[src/rtl/msc_pkg.sv]
package msc_pkg;

    localparam int NSRC   = 4;
    localparam int MASK_W = 8;

    typedef enum logic [1:0] {
        SRC_CTS = 2'd0,
        SRC_DSR = 2'd1,
        SRC_RI  = 2'd2,
        SRC_DCD = 2'd3
    } msc_src_e;

    // level of every watched pin, modem lines indexed by msc_src_e
    typedef struct packed {
        logic [NSRC-1:0] lvl;
        logic            sin;
    } msc_pins_t;

    // qualified, unmasked events for one cycle
    typedef struct packed {
        logic [NSRC-1:0] modem;
        logic            sin;
    } msc_evt_t;

    // mask register layout
    typedef struct packed {
        logic [1:0]      rsvd_hi;
        logic            sin_off;
        logic            rsvd4;
        logic [NSRC-1:0] modem_off;
    } msc_mask_t;

    localparam int PINS_W = $bits(msc_pins_t);

    // sources reporting only the falling (inactive-going) edge
    function automatic bit src_is_trailing(input int idx);
        return idx == int'(SRC_RI);
    endfunction

endpackage

[src/rtl/msc_sync.sv]
module msc_sync #(
    parameter int W      = 5,
    parameter int STAGES = 2
) (
    input  logic         clk,
    input  logic         rst,
    input  logic [W-1:0] d,
    output logic [W-1:0] q,
    output logic [W-1:0] prv,
    output logic         ready
);
    localparam int VW = STAGES + 1;

    logic [W-1:0]  stg [STAGES];
    logic [VW-1:0] vld;

    always_ff @(posedge clk) begin
        if (rst) begin
            for (int i = 0; i < STAGES; i++) stg[i] <= '0;
            prv <= '0;
            vld <= '0;
        end else begin
            stg[0] <= d;
            for (int i = 1; i < STAGES; i++) stg[i] <= stg[i-1];
            prv <= stg[STAGES-1];
            vld <= {vld[VW-2:0], 1'b1};
        end
    end

    assign q     = stg[STAGES-1];
    assign ready = vld[VW-1];

endmodule

[src/rtl/msc_mask_reg.sv]
module msc_mask_reg
    import msc_pkg::*;
(
    input  logic              clk,
    input  logic              rst,
    input  logic              we,
    input  logic [MASK_W-1:0] wdata,
    output msc_mask_t         mask,
    output logic [MASK_W-1:0] rdata
);
    logic [MASK_W-3:0] held;
    logic              unused_hi_bits;

    always_ff @(posedge clk) begin
        if (rst)     held <= '0;
        else if (we) held <= wdata[MASK_W-3:0];
    end

    assign unused_hi_bits = ^wdata[MASK_W-1:MASK_W-2];
    assign mask  = msc_mask_t'({2'b00, held});
    assign rdata = mask;

endmodule

[src/rtl/msc_event.sv]
module msc_event
    import msc_pkg::*;
(
    input  msc_pins_t       cur,
    input  msc_pins_t       prv,
    input  logic            ready,
    input  logic [NSRC-1:0] modem_off,
    input  logic            sin_off,
    output msc_evt_t        evt
);
    logic [NSRC-1:0] raw;
    logic [NSRC-1:0] hit;

    for (genvar g = 0; g < NSRC; g++) begin : g_src
        if (src_is_trailing(g)) begin : g_trail
            assign raw[g] = prv.lvl[g] & ~cur.lvl[g];
        end else begin : g_delta
            assign raw[g] = prv.lvl[g] ^ cur.lvl[g];
        end
        assign hit[g] = ready & raw[g] & ~modem_off[g];
    end

    assign evt.modem = hit;
    assign evt.sin   = ready & (prv.sin ^ cur.sin) & ~sin_off;

endmodule

[src/rtl/msc_out.sv]
module msc_out
    import msc_pkg::*;
(
    input  logic     clk,
    input  logic     rst,
    input  msc_evt_t evt,
    input  logic     in_d2,
    input  logic     asleep,
    input  logic     int_en,
    input  logic     int_clr,
    input  logic     pme_clr,
    output logic     irq,
    output logic     pme_n,
    output logic     wake
);
    logic [NSRC-1:0] pend;
    logic            pme_act;
    logic            wake_q;
    logic            any_modem;

    assign any_modem = |evt.modem;

    always_ff @(posedge clk) begin
        if (rst) begin
            pend    <= '0;
            pme_act <= 1'b0;
            wake_q  <= 1'b0;
        end else begin
            pend <= (int_clr ? '0 : pend) | evt.modem;
            if (!in_d2)                     pme_act <= 1'b0;
            else if (any_modem || evt.sin)  pme_act <= 1'b1;
            else if (pme_clr)               pme_act <= 1'b0;
            wake_q <= asleep & any_modem;
        end
    end

    assign irq   = int_en & (|pend);
    assign pme_n = ~pme_act;
    assign wake  = wake_q;

endmodule

[src/rtl/msc_detect.sv]
module msc_detect
    import msc_pkg::*;
#(
    parameter int SYNC_STAGES = 2,
    parameter int PWR_W       = 2,
    parameter int PWR_D2      = 2
) (
    input  logic              clk,
    input  logic              rst,
    input  logic              cts_i,
    input  logic              dsr_i,
    input  logic              ri_i,
    input  logic              dcd_i,
    input  logic              sin_i,
    input  logic [PWR_W-1:0]  pwr_state,
    input  logic              asleep_i,
    input  logic              msi_en_i,
    input  logic              int_clr_i,
    input  logic              pme_clr_i,
    input  logic              mask_we_i,
    input  logic [MASK_W-1:0] mask_wdata_i,
    output logic [MASK_W-1:0] mask_rdata_o,
    output logic              irq_o,
    output logic              pme_n_o,
    output logic              wake_o
);
    msc_pins_t raw_pins;
    msc_pins_t cur_pins;
    msc_pins_t prv_pins;
    logic      pins_ready;
    msc_mask_t mask;
    msc_evt_t  evt;
    logic      in_d2;

    assign raw_pins.lvl = {dcd_i, ri_i, dsr_i, cts_i};
    assign raw_pins.sin = sin_i;
    assign in_d2 = (pwr_state == PWR_W'(PWR_D2));

    msc_sync #(.W(PINS_W), .STAGES(SYNC_STAGES)) u_sync (
        .clk   (clk),
        .rst   (rst),
        .d     (raw_pins),
        .q     (cur_pins),
        .prv   (prv_pins),
        .ready (pins_ready)
    );

    msc_mask_reg u_mask (
        .clk   (clk),
        .rst   (rst),
        .we    (mask_we_i),
        .wdata (mask_wdata_i),
        .mask  (mask),
        .rdata (mask_rdata_o)
    );

    msc_event u_evt (
        .cur       (cur_pins),
        .prv       (prv_pins),
        .ready     (pins_ready),
        .modem_off (mask.modem_off),
        .sin_off   (mask.sin_off),
        .evt       (evt)
    );

    msc_out u_out (
        .clk     (clk),
        .rst     (rst),
        .evt     (evt),
        .in_d2   (in_d2),
        .asleep  (asleep_i),
        .int_en  (msi_en_i),
        .int_clr (int_clr_i),
        .pme_clr (pme_clr_i),
        .irq     (irq_o),
        .pme_n   (pme_n_o),
        .wake    (wake_o)
    );

endmodule

[config.mk]
export PLATFORM = sky130hd
export DESIGN_NAME = msc_detect
export DESIGN_NICKNAME = d
export VERILOG_FILES = /design/src/rtl/msc_pkg.sv /design/src/rtl/msc_sync.sv /design/src/rtl/msc_mask_reg.sv /design/src/rtl/msc_event.sv /design/src/rtl/msc_out.sv /design/src/rtl/msc_detect.sv
export SDC_FILE = /design/constraint.sdc
export NUM_CORES = 1
export LEC_CHECK = 0
export ABC_AREA = 1
export CAP_MARGIN = 10
export CELL_PAD_IN_SITES_DETAIL_PLACEMENT = 0
export CELL_PAD_IN_SITES_GLOBAL_PLACEMENT = 1
export CORE_MARGIN = 5
export CORE_UTILIZATION = 35
export DETAILED_ROUTE_END_ITERATION = 12
export PLACE_DENSITY_LB_ADDON = 0.1
export SLEW_MARGIN = 20
export SYNTH_ARGS = -nofsm -noshare
export SYNTH_HDL_FRONTEND = slang
export SYNTH_HIERARCHICAL = 1
export SYNTH_SLANG_ARGS = --single-unit
export TNS_END_PERCENT = 30
[constraint.sdc]
create_clock -name clk -period 2.71 [get_ports clk]
set_clock_uncertainty 0.15 [all_clocks]
set_input_delay 0.271 -clock clk [delete_from_list [all_inputs] [get_ports clk]]
set_output_delay 0.271 -clock clk [all_outputs]
set_load 0.02 [all_outputs]
==> impl_metrics.json <==
{
  "root_buffer": "clkbuf_4",
  "fp-row-count": 21,
  "diodes": 0,
  "hold_viol": 0,
  "nets": 206,
  "core-area_um2": 3340,
  "io_buffers": 28,
  "critical_path.most_common_cell": "clkdlybuf4s50_1",
  "crit_slowest_cell": "clkdlybuf4s50_1",
  "crit_fanout": 1,
  "fin_area_um2": 1470,
  "clk_latency_ns": 0.33,
  "synth-warning-count": 6,
  "crit_path_end_kind": "primary output",
  "startpoint_type": "primary input",
  "grt-ovfl-total": 0,
  "cts_sinks": 30,
  "cp.arrival_ns": 1.50,
  "p_per_area_nw_per_um2": 566,
  "min_from": "u_sync/vld[1]",
  "grt_max_degree": 14,
  "grt_setup_unrepaired": "no",
  "avgSynthCellArea_um2": 7.35,
  "status": "completed",
  "fp.dieArea_um2": 4690,
  "r2r-start": "u_sync/vld[2]",
  "htree_num_levels": 2,
  "grt_pass1_wl_um": 3250,
  "antenna_found_initial": 0,
  "drt-initial-drc-count": 28,
  "ir_drop_v": 0.000254,
  "path_delay_family": "buffers and inverters",
  "dpl_worst_slack_ns": 0.784,
  "start_util_pct": 35.9,
  "wire_per_inst_um": 8.49,
  "placed_cell_area_um2": 1410,
  "critPathMaxStageDelay_ns": 0.62,
  "clockBufferDepth": 2,
  "post-cts-setup-buffers": 0,
  "grt.total_usage_pct": 10.0,
  "critPathKind": "in2out",
  "antenna_left": 0,
  "cp_cell_sequence": "clkdlybuf4s50_1, a21boi_0, clkdlybuf4s50_1",
  "remaining_drc_errors": 0,
  "timing.rr.end": "u_out/wake",
  "layout_setup_ws_ns": 0.788,
  "path_clk_slew_ns": 0.09,
  "drt_first_pass_iters": 4,
  "ios": 33,
  "vias": 901,
  "hp-class": "reg2reg",
  "synthCells": 163,
  "finalCritPeriodShare_pct": 70.9,
  "period_needed_ns": 1.92,
  "grt_pass1_vias": 805,
  "reg2reg_depth": 6,
  "cts_tree": "built",
  "min_path_cells": 2,
  "ctsResizeCount": 0,
  "wl_um": 1960,
  "hold_path_end": "u_sync/vld[2]",
  "cap_violations": 0,
  "setup_violations": 0,
  "clock.fmax_ghz": 0.520,
  "via_per_inst": 3.90,
  "syn_area_um2": 1200,
  "drive_above_1_share_pct": 5.41,
  "hpwl_um": 1440,
  "place.gp.congestion": 0.680,
  "required_ns": 2.29,
  "reg2reg_slack_ns": 1.52,
  "fin_setup_tns_ns": 0,
  "dieWidth_um": 68.5,
  "cts_inserted_buffers": 5,
  "p_leak_nw": 0.680,
  "critPathBufInv": 2,
  "area_growth_pct": 22.9,
  "drv_slew": 0,
  "die_h_um": 68.5,
  "hold_buffers": 0
}
## tightest hold or removal path, cell delays in order, from the launching register on
cell     delay (ns)
dfxtp_1        0.31
inv_1          0.04
nor2_1         0.03
## where the power goes
group          switching, mW  internal [mW]
combinational         0.0426         0.0491
clock                  0.147          0.125
sequential           0.00998          0.459
total                  0.200          0.633
## cell type report
| type | instances | area (µm²) |
|---|---|---|
| Fill cell | 382 | 1870 |
| Clock inverter | 1 | 5.00 |
| Clock buffer | 7 | 55.1 |
| Tap cell | 46 | 57.6 |
| Inverter | 35 | 131 |
| Multi-Input combinational cell | 83 | 334 |
| Timing Repair Buffer | 29 | 288 |
| Sequential cell | 30 | 601 |
## layout by cell type (no fill, tap or decap)
cell,instances
clkinv_2,1
nor2_2,1
clkbuf_4,5
nor2_1,48
nand2_1,22
inv_1,35
nand3_1,4
dfxtp_1,30
clkbuf_1,1
buf_4,1
nor3_2,1
a21boi_0,1
a21oi_1,4
clkdlybuf4s50_1,28
clkbuf_8,1
conb_1,2
## per-stage QoR
step / hold slack, ns / util, % / std cells / power [mW]
global route: 0.273 / 44.1 / 231 / 0.881
finish: 0.258 / 44.1 / 231 / 0.833
detailed placement: 0.244 / 42.3 / 223 / 0.572
CTS: 0.259 / 44.1 / 231 / 0.851
global placement: 0.240 / 42.3 / 223 / 0.571
floorplan: 0.193 / - / 164 / 0.540
## sequential cells by signal (all words and copies together) (netlist names)
name,cells
u_mask/held,6
u_out/pme_act,1
u_sync/vld,3
u_out/wake,1
u_sync/prv,5
u_out/pend,4
u_sync/stg,10
## how the worst max path moves through the flow
stage	from	to	depth (start not counted)
floorplan	u_out/pend[2]	irq_o	2
global placement	msi_en_i	irq_o	3
detailed placement	msi_en_i	irq_o	3
CTS	u_out/pend[3]	irq_o	3
global route	u_out/pend[3]	irq_o	3
finish	msi_en_i	irq_o	3
## routing by layer
| metal | routed length, µm | GRT usage [%] | up-vias |
|---|---|---|---|
| li1 | - | - | 489 |
| met1 | 834 | 11.1 | 384 |
| met2 | 924 | 14.5 | 21 |
| met3 | 154 | 4.54 | 7 |
| met4 | 49 | 8.19 | 0 |
| met5 | 0 | 0 | - |
(Power assumes the default switching activity.)
